--- config.mk ---
export PLATFORM = sky130hd
export DESIGN_NAME = ppm4_frame_tx
export DESIGN_NICKNAME = d
export VERILOG_FILES = /design/src/rtl/ppm4_pkg.sv /design/src/rtl/ppm4_slot_timer.sv /design/src/rtl/ppm4_chip_gen.sv /design/src/rtl/ppm4_dibit_shreg.sv /design/src/rtl/ppm4_frame_tx.sv
export SDC_FILE = /design/constraint.sdc
export NUM_CORES = 1
export LEC_CHECK = 0
export ABC_AREA = 1
export ABC_CLOCK_PERIOD_IN_PS = 4100
export BUFFER_PORTS_ARGS = -buffer_cell sky130_fd_sc_hd__buf_2
export CAP_MARGIN = 20
export CORE_ASPECT_RATIO = 0.8
export CORE_MARGIN = 4
export CORE_UTILIZATION = 41
export DETAILED_ROUTE_END_ITERATION = 8
export MAX_ROUTING_LAYER = met4
export SYNTH_ARGS = -nofsm -noshare
export SYNTH_HDL_FRONTEND = slang
export SYNTH_SLANG_ARGS = --single-unit
export TNS_END_PERCENT = 1
--- constraint.sdc ---
create_clock -name clk -period 4.1 [get_ports clk]
set_input_delay 0.615 -clock clk [delete_from_list [all_inputs] [get_ports clk]]
set_output_delay 0.615 -clock clk [all_outputs]
set_load 0.02 [all_outputs]
--- src/rtl/ppm4_pkg.sv ---
package ppm4_pkg;

    typedef logic [3:0] chip_t;

    typedef enum logic [2:0] {
        PH_IDLE,
        PH_PRE,
        PH_SOF,
        PH_DATA,
        PH_CRC,
        PH_EOF
    } phase_e;

    // Lead-in group written twice so every flag indexes eight chips.
    localparam logic [31:0] LEADIN_X2 = 32'b1000_0000_1010_1000_1000_0000_1010_1000;
    localparam logic [31:0] OPEN_FLAG = 32'b0000_1100_0000_1100_0110_0000_0110_0000;
    localparam logic [31:0] CLOSE_FLAG = 32'b0000_1100_0000_1100_0000_0110_0000_0110;

    // Chip idx of an eight-chip pattern, leftmost chip is index 0.
    function automatic chip_t flag_chip(input logic [31:0] pat, input logic [2:0] idx);
        return pat[(7 - int'(idx)) * 4 +: 4];
    endfunction

    // One pulse, position selected by the dibit value.
    function automatic chip_t dibit_chip(input logic [1:0] d);
        return chip_t'(4'b1000 >> d);
    endfunction

endpackage

--- src/rtl/ppm4_slot_timer.sv ---
module ppm4_slot_timer #(
    parameter int CNT_W = 6
) (
    input  logic             clk,
    input  logic             rst,
    input  logic             run,
    input  logic             restart,
    output logic [1:0]       slot,
    output logic [CNT_W-1:0] chip_idx,
    output logic             chip_end
);

    assign chip_end = run && (slot == 2'd3);

    always_ff @(posedge clk) begin
        if (rst || !run) begin
            slot     <= 2'd0;
            chip_idx <= '0;
        end else begin
            slot <= slot + 2'd1;
            if (chip_end) begin
                chip_idx <= restart ? '0 : chip_idx + 1'b1;
            end
        end
    end

endmodule

--- src/rtl/ppm4_chip_gen.sv ---
module ppm4_chip_gen
    import ppm4_pkg::*;
(
    input  phase_e      phase,
    input  logic [2:0]  idx,
    input  logic [1:0]  dibit,
    output chip_t       chip
);

    always_comb begin
        unique case (phase)
            PH_PRE:  chip = flag_chip(LEADIN_X2, idx);
            PH_SOF:  chip = flag_chip(OPEN_FLAG, idx);
            PH_DATA,
            PH_CRC:  chip = dibit_chip(dibit);
            PH_EOF:  chip = flag_chip(CLOSE_FLAG, idx);
            default: chip = '0;
        endcase
    end

endmodule

--- src/rtl/ppm4_dibit_shreg.sv ---
module ppm4_dibit_shreg #(
    parameter int BYTE_W = 8,
    parameter int CRC_W  = 32
) (
    input  logic              clk,
    input  logic              rst,
    input  logic              load_byte,
    input  logic [BYTE_W-1:0] byte_in,
    input  logic              load_crc,
    input  logic [CRC_W-1:0]  crc_in,
    input  logic              shift,
    output logic [1:0]        dibit
);

    logic [CRC_W-1:0] sh_q;

    assign dibit = sh_q[1:0];

    always_ff @(posedge clk) begin
        if (rst) begin
            sh_q <= '0;
        end else if (load_byte) begin
            sh_q <= CRC_W'(byte_in);
        end else if (load_crc) begin
            sh_q <= crc_in;
        end else if (shift) begin
            sh_q <= sh_q >> 2;
        end
    end

endmodule

--- src/rtl/ppm4_frame_tx.sv ---
module ppm4_frame_tx
    import ppm4_pkg::*;
#(
    parameter int PRE_REPEAT = 16
) (
    input  logic        clk,
    input  logic        rst,
    input  logic        start_i,
    input  logic        byte_valid_i,
    input  logic [7:0]  byte_data_i,
    input  logic        byte_last_i,
    input  logic [31:0] crc_i,
    output logic        ready_o,
    output logic        line_o,
    output logic        busy_o,
    output logic        underrun_o
);

    localparam int PRE_CHIPS = 4 * PRE_REPEAT;
    localparam int CNT_W     = $clog2(PRE_CHIPS > 16 ? PRE_CHIPS : 16);
    localparam logic [CNT_W-1:0] PRE_LAST = CNT_W'(PRE_CHIPS - 1);

    phase_e           phase_q, phase_n;
    logic [1:0]       slot;
    logic [CNT_W-1:0] chip_idx;
    logic             chip_end;
    logic             last_q;
    logic             under_q;
    logic             load_b, load_c, set_ur;
    logic [1:0]       dibit;
    chip_t            chip;

    ppm4_slot_timer #(.CNT_W(CNT_W)) u_timer (
        .clk      (clk),
        .rst      (rst),
        .run      (phase_q != PH_IDLE),
        .restart  (phase_n != phase_q),
        .slot     (slot),
        .chip_idx (chip_idx),
        .chip_end (chip_end)
    );

    ppm4_dibit_shreg #(.BYTE_W(8), .CRC_W(32)) u_shreg (
        .clk       (clk),
        .rst       (rst),
        .load_byte (load_b),
        .byte_in   (byte_data_i),
        .load_crc  (load_c),
        .crc_in    (crc_i),
        .shift     (chip_end && (phase_q == PH_DATA || phase_q == PH_CRC)),
        .dibit     (dibit)
    );

    ppm4_chip_gen u_gen (
        .phase (phase_q),
        .idx   (chip_idx[2:0]),
        .dibit (dibit),
        .chip  (chip)
    );

    always_comb begin
        phase_n = phase_q;
        load_b  = 1'b0;
        load_c  = 1'b0;
        set_ur  = 1'b0;
        ready_o = 1'b0;
        unique case (phase_q)
            PH_IDLE: if (start_i) phase_n = PH_PRE;
            PH_PRE:  if (chip_end && chip_idx == PRE_LAST) phase_n = PH_SOF;
            PH_SOF: begin
                if (chip_end && chip_idx[2:0] == 3'd7) begin
                    ready_o = 1'b1;
                    if (byte_valid_i) begin
                        phase_n = PH_DATA;
                        load_b  = 1'b1;
                    end else begin
                        phase_n = PH_EOF;
                        set_ur  = 1'b1;
                    end
                end
            end
            PH_DATA: begin
                if (chip_end && chip_idx[1:0] == 2'd3) begin
                    if (last_q) begin
                        phase_n = PH_CRC;
                        load_c  = 1'b1;
                    end else begin
                        ready_o = 1'b1;
                        if (byte_valid_i) begin
                            load_b = 1'b1;
                        end else begin
                            phase_n = PH_EOF;
                            set_ur  = 1'b1;
                        end
                    end
                end
            end
            PH_CRC:  if (chip_end && chip_idx[3:0] == 4'd15) phase_n = PH_EOF;
            PH_EOF:  if (chip_end && chip_idx[2:0] == 3'd7) phase_n = PH_IDLE;
            default: phase_n = PH_IDLE;
        endcase
    end

    always_ff @(posedge clk) begin
        if (rst) begin
            phase_q <= PH_IDLE;
            last_q  <= 1'b0;
            under_q <= 1'b0;
        end else begin
            phase_q <= phase_n;
            if (load_b) last_q <= byte_last_i;
            if (phase_q == PH_IDLE && start_i) under_q <= 1'b0;
            else if (set_ur)                   under_q <= 1'b1;
        end
    end

    assign busy_o     = (phase_q != PH_IDLE);
    assign line_o     = busy_o && chip[~slot];
    assign underrun_o = under_q;

endmodule

==> tab_implementation.tex, run 1 <==
\begin{tabular}{lr}
\hline
Metric & Value \\
\hline
\multicolumn{2}{l}{\textbf{Power}} \\
Leakage power summed over all cells & 1.44 nW \\
Maximum vdd ir drop & 0.195 mV \\
Areal power density over the cells & 248 mW/mm\^{}2 \\
\multicolumn{2}{l}{\textbf{Critical path}} \\
Crit-path max FO & 25 \\
Element type at the critical path end & output pin \\
Start-to-end type of the worst setup path & flop to output pin \\
Worst EP arrival & 2.53 ns \\
Data required time at the worst endpoint & 3.48 ns \\
Critical Path Start Type & flop \\
\multicolumn{2}{l}{\textbf{CTS}} \\
Deepest clock path buffer count & 2 \\
Total CTS buffers & 5 \\
Buffer count from post-CTS setup fixing & 0 \\
Number of clock sinks & 45 \\
TritonCTS clock tree & built \\
Root Driver & clkbuf\_8 \\
Post-cts gate resize count & 0 \\
H-Tree Level Count & 2 \\
\# hold bufs at CTS & 0 \\
Clock transition at the registers of the reported paths & 0.09 ns \\
Skew-Pair Late Insertion Delay & 0.29 ns \\
\multicolumn{2}{l}{\textbf{Yosys}} \\
Main flop type after synthesis & dfxtp\_1 \\
Cell Area, Synth & 0.00278 mm\^{}2 \\
Flip-flop and latch count after synthesis & 45 \\
Leading post-synthesis cells by instance count & nand2\_1 (159), dfxtp\_1 (45), nand3\_1 (39) \\
Seq/Total Area, Yosys & 32.4\% \\
Syn Inst Count & 411 \\
Syn Nets & 462 \\
Async set-reset flop share out of synthesis & 0\% \\
Unique cell type count in the Yosys netlist & 33 \\
Ranking of synthesized cells by area & dfxtp\_1 (32\%), nand2\_1 (21\%), nand3\_1 (7.0\%), a21oi\_2 (6.0\%), inv\_1 (4.6\%) \\
Post-synth top area cell & dfxtp\_1 \\
Number of enable-type register cells in the synthesized netlist & 0 \\
Area share of the leading cell type in the synthesized netlist & 32.4\% \\
Leading cell type by number of instances after synthesis & nand2\_1 \\
Synth Area per Inst & 6.76 um\^{}2 \\
Synth warn & 0 \\
\multicolumn{2}{l}{\textbf{Route}} \\
Antenna-violating nets left & 0 \\
Vias after detailed routing & 2,606 \\
Number of DRC violations after detailed-routing iteration 0 & 167 \\
Number of vias per cell after detailed routing & 4.85 \\
Average wire per standard cell & 12.4 um \\
Number of search-and-repair iterations in the first detailed-routing pass & 4 \\
Total detailed-routing wirelength & 6.64 mm \\
Remaining routing DRC violations & 0 \\
\multicolumn{2}{l}{\textbf{Die}} \\
Vertical die dimension & 81.6 um \\
Area inside the core boundary & 0.00647 mm\^{}2 \\
Placement Rows & 26 \\
Number of top-level pins & 49 \\
DIE WIDTH & 100 um \\
Die Footprint & 0.00816 mm\^{}2 \\
Initial Util & 42.9\% \\
\multicolumn{2}{l}{\textbf{Global route}} \\
Number of antenna violations at the first check in global routing & 0 \\
First-pass GRT wire length & 11.2 mm \\
Tot GR Track Use & 17.3\% \\
Layer carrying the most global-route usage & met1 \\
Met3 Track Usage GR & 3.23\% \\
Fraction of met1 tracks used by global routing & 25.1\% \\
Met2 Use GR & 25.1\% \\
Pin count of the biggest net entering global routing & 36 \\
Number of global-route vias before repair & 2,364 \\
Aggregate global routing overflow & 0 \\
\multicolumn{2}{l}{\textbf{Layout}} \\
Fraction of layout instances using a drive strength above 1 & 21.0\% \\
Final \#Nets & 503 \\
Synthesis-to-finish area growth & 11.9\% \\
Antenna cell count & 0 \\
\multicolumn{2}{l}{\textbf{STA}} \\
Clk\_skew & 0.00856 ns \\
Setup WS post-layout & 0.955 ns \\
Accumulated negative setup slack & 0 ns \\
Clock period minus final worst setup slack & 3.14 ns \\
Worst relative slew slack & 24.7\% \\
Final setup violation count & 0 \\
Final worst-path cycle share & 76.7\% \\
Final hold violations & 0 \\
Fmax achieved & 318 MHz \\
Slew at the pin closest to its max-slew limit & 1.13 ns \\
Max-slew violation count & 0 \\
Unrepaired setup endpoints after global routing & false \\
\multicolumn{2}{l}{\textbf{Placed design}} \\
GPL Wtd Cong & 0.960 \\
Total half-perimeter wirelength after legalization and detailed placement & 4.67 mm \\
Minimum setup slack after placement & 1.30 ns \\
Number of port buffers & 48 \\
\multicolumn{2}{l}{\textbf{Flow run}} \\
Max capacitance violation total & 0 \\
\multicolumn{2}{l}{\textbf{Status}} \\
Result of the run & finished clean \\
\multicolumn{2}{l}{\textbf{Min path}} \\
Hold Path Class & flop to flop \\
\hline
\end{tabular}
[registers in the layout, indices dropped and copies added, names as in the netlist]
| register | count |
|---|---|
| u_shreg.sh_q | 32 |
| u_timer.slot | 2 |
| phase_q | 3 |
| last_q | 1 |
| underrun_o | 1 |
| u_timer.chip_idx | 6 |
[per-layer routing]
layer	vias to the layer above	routed length, um
met5	-	0
met4	0	46
met3	5	389
met2	66	2750
met1	1147	3460
li1	1388	-
[worst max-delay path: stages, from the launching register on]
cell and delay (ns):
dfxtp_1 0.36, inv_1 0.15, nand2_1 0.10, o21ai_2 0.87, nand3_1 0.15, o21ai_0 0.22, a21oi_1 0.06, nor2_1 0.14
buf_2 0.19
[cells in the final DEF, fill, tap and decap left out, types with 2 or more instances in the layout]
master / instances
a22oi_1: 2
a21oi_1: 11
clkbuf_1: 3
nand2_8: 2
clkbuf_8: 5
inv_2: 2
inv_1: 34
ha_1: 6
o211ai_1: 6
nand3_1: 39
nor2_4: 2
nor2_1: 26
nand2_4: 3
o21ai_0: 13
inv_4: 3
nand2_2: 2
o21ai_1: 4
buf_2: 48
dfxtp_1: 45
nor2_2: 2
nor2_8: 3
nand2_1: 159
a21oi_2: 19
nand4_1: 3
xor2_1: 3
[cell families (layout without fill, tap and decap cells)]
family,Yosys count,count (layout),synth area share (%)
simple gates,245,245,40.6
buf+inv,55,97,9.46
fa+ha+maj,6,6,2.70
xor+xnor,4,4,1.26
compound gates,56,56,13.5
flops,45,45,32.4
[area by class of cell]
class                   count  area, um^2
multi-input cells         311        1610
inverters                  41         169
fillers                   706        3360
repair buffers             48         240
flip-flops and latches     45         901
well taps                  84         105
clock buffers               8        80.1
[power by group]
part           internal (mW)  leakage [nW]  switching (mW)
sequential             0.438         0.363         0.00209
clock                  0.122        0.0395           0.149
combinational         0.0253          1.04          0.0359
total                  0.585          1.44           0.186
[path summary, 6_finish.rpt]
path                         start               end  slack [ns]  depth (start not counted)
hold / removal    u_shreg.sh_q[25]  u_shreg.sh_q[25]        0.46                          2
hold reg to reg   u_shreg.sh_q[25]  u_shreg.sh_q[25]        0.46                          2
setup reg to reg        phase_q[0]   u_shreg.sh_q[1]        1.50                          9
setup / recovery        phase_q[0]            line_o        0.96                          8
[through the flow]
step	util, %	area, um^2	std cells	power [mW]	hold WS, ns
CTS	48.0	3110	537	0.781	0.461
detailed placement	46.8	3030	529	0.512	0.447
floorplan	-	2780	411	0.482	0.425
global placement	46.8	3030	529	0.511	0.436
global route	48.0	3110	537	0.806	0.484
finish	48.0	3110	537	0.771	0.463
Power figures use the tool's default switching activity.
==> inputs of run 2 (changes only) <==
Settings changed: ABC_CLOCK_PERIOD_IN_PS 4100 to 2850.
Clock period 4.1 ns to 2.85 ns, I/O delays scaled along.
==> tab_implementation.tex, run 2 (synthesis gave the netlist of run 1 again) <==
\begin{tabular}{lr}
\hline
Metric & Value \\
\hline
\multicolumn{2}{l}{\textbf{Status}} \\
Result of the run & finished clean \\
\multicolumn{2}{l}{\textbf{Power}} \\
Leakage power summed over all cells & 1.47 nW \\
Areal power density over the cells & 379 mW/mm\^{}2 \\
Maximum vdd ir drop & 0.171 mV \\
\multicolumn{2}{l}{\textbf{Layout}} \\
Biggest regs & u\_shreg.sh\_q x32, u\_timer.chip\_idx x6, phase\_q x3 \\
Sequential cell area & 901 um\^{}2 \\
Fraction of layout instances using a drive strength above 1 & 22.2\% \\
Register with the highest flop count & u\_shreg.sh\_q \\
Final \#Nets & 505 \\
Final standard cell utilization of the core & 48.8\% \\
Synthesis-to-finish area growth & 13.7\% \\
Multi-input combinational cell area & 0.00162 mm\^{}2 \\
Most used cells in the layout excluding fill and tap cells & nand2\_1 (158), buf\_2 (48), dfxtp\_1 (45), nand3\_1 (39), inv\_1 (34) \\
Post-layout instance area & 0.00316 mm\^{}2 \\
Antenna cell count & 0 \\
Max reg flops & 32 \\
Fill cell total of the finished layout & 675 \\
Most common library cell in the layout ignoring fill and taps & nand2\_1 \\
\multicolumn{2}{l}{\textbf{Die}} \\
Vertical die dimension & 81.6 um \\
Die Footprint & 0.00816 mm\^{}2 \\
DIE WIDTH & 100 um \\
Number of top-level pins & 49 \\
Area inside the core boundary & 0.00647 mm\^{}2 \\
Initial Util & 42.9\% \\
Placement Rows & 26 \\
\multicolumn{2}{l}{\textbf{Route}} \\
Total detailed-routing wirelength & 6.67 mm \\
Number of search-and-repair iterations in the first detailed-routing pass & 4 \\
Antenna-violating nets left & 0 \\
Number of vias per cell after detailed routing & 4.87 \\
Average wire per standard cell & 12.4 um \\
Number of DRC violations after detailed-routing iteration 0 & 118 \\
Remaining routing DRC violations & 0 \\
Vias after detailed routing & 2,622 \\
\multicolumn{2}{l}{\textbf{Global route}} \\
Pin count of the biggest net entering global routing & 36 \\
Aggregate global routing overflow & 0 \\
Number of global-route vias before repair & 2,425 \\
Tot GR Track Use & 17.6\% \\
Number of antenna violations at the first check in global routing & 0 \\
First-pass GRT wire length & 11.2 mm \\
\multicolumn{2}{l}{\textbf{Critical path}} \\
Data required time at the worst endpoint & 2.42 ns \\
Crit-path max FO & 5 \\
Element type at the critical path end & output pin \\
Worst EP arrival & 2.19 ns \\
Setup slack, reg-to-reg & 0.55 ns \\
Reg-to-Reg End & u\_shreg.sh\_q[1] \\
Start-to-end type of the worst setup path & flop to output pin \\
Critical register-to-register path startpoint & phase\_q[0] \\
Critical Path Start Type & flop \\
Length in cells of the worst reg-to-reg path & 10 \\
\multicolumn{2}{l}{\textbf{CTS}} \\
TritonCTS clock tree & built \\
Post-cts gate resize count & 0 \\
Number of clock sinks & 45 \\
Skew-Pair Late Insertion Delay & 0.30 ns \\
Clock transition at the registers of the reported paths & 0.09 ns \\
H-Tree Level Count & 2 \\
\# hold bufs at CTS & 0 \\
Total CTS buffers & 5 \\
Root Driver & clkbuf\_8 \\
Buffer count from post-CTS setup fixing & 0 \\
Deepest clock path buffer count & 2 \\
\multicolumn{2}{l}{\textbf{Min path}} \\
Hold Path Depth & 3 \\
WHS Endpoint & u\_shreg.sh\_q[30] \\
Hold Path Class & primary input to flop \\
Critical hold path startpoint & crc\_i[30] \\
\multicolumn{2}{l}{\textbf{STA}} \\
Worst relative slew slack & 57.3\% \\
Accumulated negative setup slack & 0 ns \\
Fmax achieved & 382 MHz \\
Unrepaired setup endpoints after global routing & false \\
Clk\_skew & 0.00937 ns \\
Final hold violations & 0 \\
Clock period minus final worst setup slack & 2.62 ns \\
Max-slew violation count & 0 \\
Final worst-path cycle share & 91.8\% \\
Final setup violation count & 0 \\
Slew at the pin closest to its max-slew limit & 0.641 ns \\
\multicolumn{2}{l}{\textbf{Placed design}} \\
Placed inst area & 0.00304 mm\^{}2 \\
Total half-perimeter wirelength after legalization and detailed placement & 4.80 mm \\
Number of port buffers & 48 \\
GPL Wtd Cong & 0.875 \\
\multicolumn{2}{l}{\textbf{Flow run}} \\
Max capacitance violation total & 0 \\
\hline
\end{tabular}
[run 2: cell types whose count changed in the layout (fill, tap and decap cells not counted), sizes merged]
| cell | previous run | this run |
|---|---|---|
| clkinv | 1 | 2 |
| clkbuf | 8 | 5 |
| buf | 48 | 50 |
| bufinv | 0 | 1 |
[run 2: final cells by class]
cell class	count	share of cell area [%]
Multi-Input combinational cell	311	51.4
Timing Repair Buffer	50	8.08
Clock buffer	5	2.18
Sequential cell	45	28.5
Tap cell	84	3.33
Clock inverter	2	1.11
Inverter	41	5.35
[run 2: metrics by stage]
stage | hold slack, ns | total power, mW | cells | setup WS (ns)
floorplan | 0.425 | 0.693 | 411 | 0.640
global placement | 0.443 | 0.737 | 531 | 0.463
detailed placement | 0.447 | 0.736 | 531 | 0.379
CTS | 0.373 | 1.21 | 538 | 0.0445
global route | 0.384 | 1.25 | 538 | 0.0237
finish | 0.375 | 1.20 | 538 | 0.233
[run 2: worst max-delay path by stage]
stage                         to  depth (start not counted)  slack [ns]  startpoint
after floorplan           line_o                         11        0.64  phase_q[2]
final                     line_o                         14        0.23  phase_q[2]
after detailed placement  line_o                         14        0.38  phase_q[2]
after CTS                 line_o                         14        0.04  phase_q[2]
after global placement    line_o                         14        0.46  phase_q[2]
after global routing      line_o                         14        0.02  phase_q[2]
[run 2: worst max-delay path: stages, from the launching register on]
cell and delay, ns:
dfxtp_1 0.34, inv_2 0.13, nand2_2 0.12, nor2_4 0.15
inv_1 0.07, nand2_1 0.12, inv_1 0.06, ha_1 0.19
a21oi_1 0.13, o21ai_0 0.09, o211ai_1 0.08, nand3_1 0.09
a21oi_1 0.13, nor2_1 0.05, buf_2 0.15
[run 2: metal layers]
metal	GRT usage, %	share of wire [%]	vias to the layer above	wire, um
li1	-	-	1393	-
met1	23.9	50	1174	3360
met2	26.5	43	50	2880
met3	4.16	5.7	5	383
met4	4.17	0.75	0	50
met5	-	0	-	0
[run 2: power breakdown]
group / switching, mW / internal (mW)
clock network: 0.219 / 0.255
logic: 0.0510 / 0.0364
registers: 0.00357 / 0.630
==> inputs of run 3 (changes only) <==
Settings changed: REMOVE_ABC_BUFFERS set to 1.
==> tab_implementation.tex, run 3 (synthesis gave the netlist of run 1 again) <==
\begin{tabular}{lr}
\hline
Metric & Value \\
\hline
\multicolumn{2}{l}{\textbf{Placed design}} \\
GPL Wtd Cong & 0.875 \\
Post-placement cell count & 531 \\
Number of port buffers & 48 \\
Total half-perimeter wirelength after legalization and detailed placement & 4.67 mm \\
Placed inst area & 0.00304 mm\^{}2 \\
Minimum setup slack after placement & 0.404 ns \\
\multicolumn{2}{l}{\textbf{CTS}} \\
Clock transition at the registers of the reported paths & 0.09 ns \\
Buffer count from post-CTS setup fixing & 0 \\
Total CTS buffers & 5 \\
H-Tree Level Count & 2 \\
TritonCTS clock tree & built \\
\# hold bufs at CTS & 0 \\
Skew-Pair Late Insertion Delay & 0.30 ns \\
Root Driver & clkbuf\_8 \\
Post-cts gate resize count & 0 \\
Deepest clock path buffer count & 2 \\
Number of clock sinks & 45 \\
\multicolumn{2}{l}{\textbf{Die}} \\
DIE WIDTH & 100 um \\
Die Footprint & 0.00816 mm\^{}2 \\
Area inside the core boundary & 0.00647 mm\^{}2 \\
Placement Rows & 26 \\
Vertical die dimension & 81.6 um \\
Initial Util & 42.9\% \\
Number of top-level pins & 49 \\
\multicolumn{2}{l}{\textbf{Route}} \\
Number of vias per cell after detailed routing & 4.88 \\
Number of DRC violations after detailed-routing iteration 0 & 117 \\
Antenna-violating nets left & 0 \\
Total detailed-routing wirelength & 6.49 mm \\
Number of search-and-repair iterations in the first detailed-routing pass & 4 \\
Average wire per standard cell & 12.0 um \\
Vias after detailed routing & 2,629 \\
Remaining routing DRC violations & 0 \\
\multicolumn{2}{l}{\textbf{Layout}} \\
Final cell count without fillers & 539 \\
Biggest regs & u\_shreg.sh\_q x32, u\_timer.chip\_idx x6, phase\_q x3 \\
Synthesis-to-finish area growth & 13.4\% \\
Fraction of layout instances using a drive strength above 1 & 22.4\% \\
Antenna cell count & 0 \\
Max reg flops & 32 \\
Final \#Nets & 505 \\
Most common library cell in the layout ignoring fill and taps & nand2\_1 \\
Register with the highest flop count & u\_shreg.sh\_q \\
Most used cells in the layout excluding fill and tap cells & nand2\_1 (158), buf\_2 (48), dfxtp\_1 (45), nand3\_1 (39), inv\_1 (34) \\
Post-layout instance area & 0.00315 mm\^{}2 \\
Final standard cell utilization of the core & 48.7\% \\
\multicolumn{2}{l}{\textbf{STA}} \\
Clock period minus final worst setup slack & 2.64 ns \\
Hold Worst Slack & 0.371 ns \\
Final worst-path cycle share & 92.5\% \\
Max-slew violation count & 0 \\
Final hold violations & 0 \\
Clk\_skew & 0.00911 ns \\
Final setup violation count & 0 \\
Slew at the pin closest to its max-slew limit & 0.399 ns \\
Setup WS post-layout & 0.215 ns \\
Worst relative slew slack & 73.4\% \\
Unrepaired setup endpoints after global routing & false \\
Fmax achieved & 379 MHz \\
Accumulated negative setup slack & 0 ns \\
\multicolumn{2}{l}{\textbf{Power}} \\
Leakage power summed over all cells & 1.46 nW \\
Areal power density over the cells & 362 mW/mm\^{}2 \\
Maximum vdd ir drop & 0.200 mV \\
Post-layout power & 1.14 mW \\
\multicolumn{2}{l}{\textbf{Global route}} \\
Tot GR Track Use & 17.2\% \\
First-pass GRT wire length & 11.2 mm \\
Number of antenna violations at the first check in global routing & 0 \\
Pin count of the biggest net entering global routing & 36 \\
Number of global-route vias before repair & 2,408 \\
Aggregate global routing overflow & 0 \\
\multicolumn{2}{l}{\textbf{Min path}} \\
Hold Path Class & primary input to flop \\
Critical hold path startpoint & crc\_i[30] \\
\multicolumn{2}{l}{\textbf{Critical path}} \\
Critical path origin & phase\_q[2] \\
Start-to-end type of the worst setup path & flop to output pin \\
Crit-path max FO & 5 \\
Worst EP arrival & 2.21 ns \\
Data required time at the worst endpoint & 2.42 ns \\
Critical register-to-register path startpoint & phase\_q[0] \\
Element type at the critical path end & output pin \\
Critical Path Start Type & flop \\
\multicolumn{2}{l}{\textbf{Flow run}} \\
Max capacitance violation total & 0 \\
\multicolumn{2}{l}{\textbf{Status}} \\
Result of the run & finished clean \\
\hline
\end{tabular}
[run 3: cell types whose count changed in the layout (fill, tap and decap cells not counted), sizes merged]
cell	before	now
clkinv	2	3
bufinv	1	0
clkbuf	5	6
[run 3: final cells by class]
class / count / area (um^2)
Fill cell: 698 / 3320
Tap cell: 84 / 105
Inverter: 41 / 169
Timing Repair Buffer: 50 / 255
Clock inverter: 2 / 13.8
Multi-Input combinational cell: 311 / 1620
Clock buffer: 6 / 82.6
Sequential cell: 45 / 901
[run 3: power by group]
part	leakage [nW]	internal, mW	switching (mW)
Clock	0.0512	0.197	0.223
Sequential	0.363	0.630	0.00397
Combinational	1.05	0.0363	0.0515
Total	1.46	0.864	0.278
[run 3: routing by layer]
layer	wire length, um	vias to the layer above	track usage [%]
met4	25	0	2.83
li1	-	1392	-
met3	471	4	3.31
met5	0	-	-
met2	2650	79	26.0
met1	3340	1154	24.2
[run 3: path summary, 6_finish.rpt]
kind | to | slack [ns] | cells past startpoint
max | line_o | 0.21 | 14
min | u_shreg.sh_q[30] | 0.37 | 3
max reg2reg | u_shreg.sh_q[0] | 0.62 | 11
min reg2reg | u_shreg.sh_q[26] | 0.45 | 2
[run 3: critical path, cell delays in order, from the launching register on]
cell      delay, ns
dfxtp_1        0.35
inv_2          0.13
nand2_2        0.12
nor2_4         0.14
inv_1          0.07
nand2_1        0.11
inv_1          0.05
ha_1           0.20
a21oi_1        0.15
o21ai_0        0.09
o211ai_1       0.10
nand3_1        0.09
a21oi_1        0.13
nor2_1         0.05
buf_2          0.15
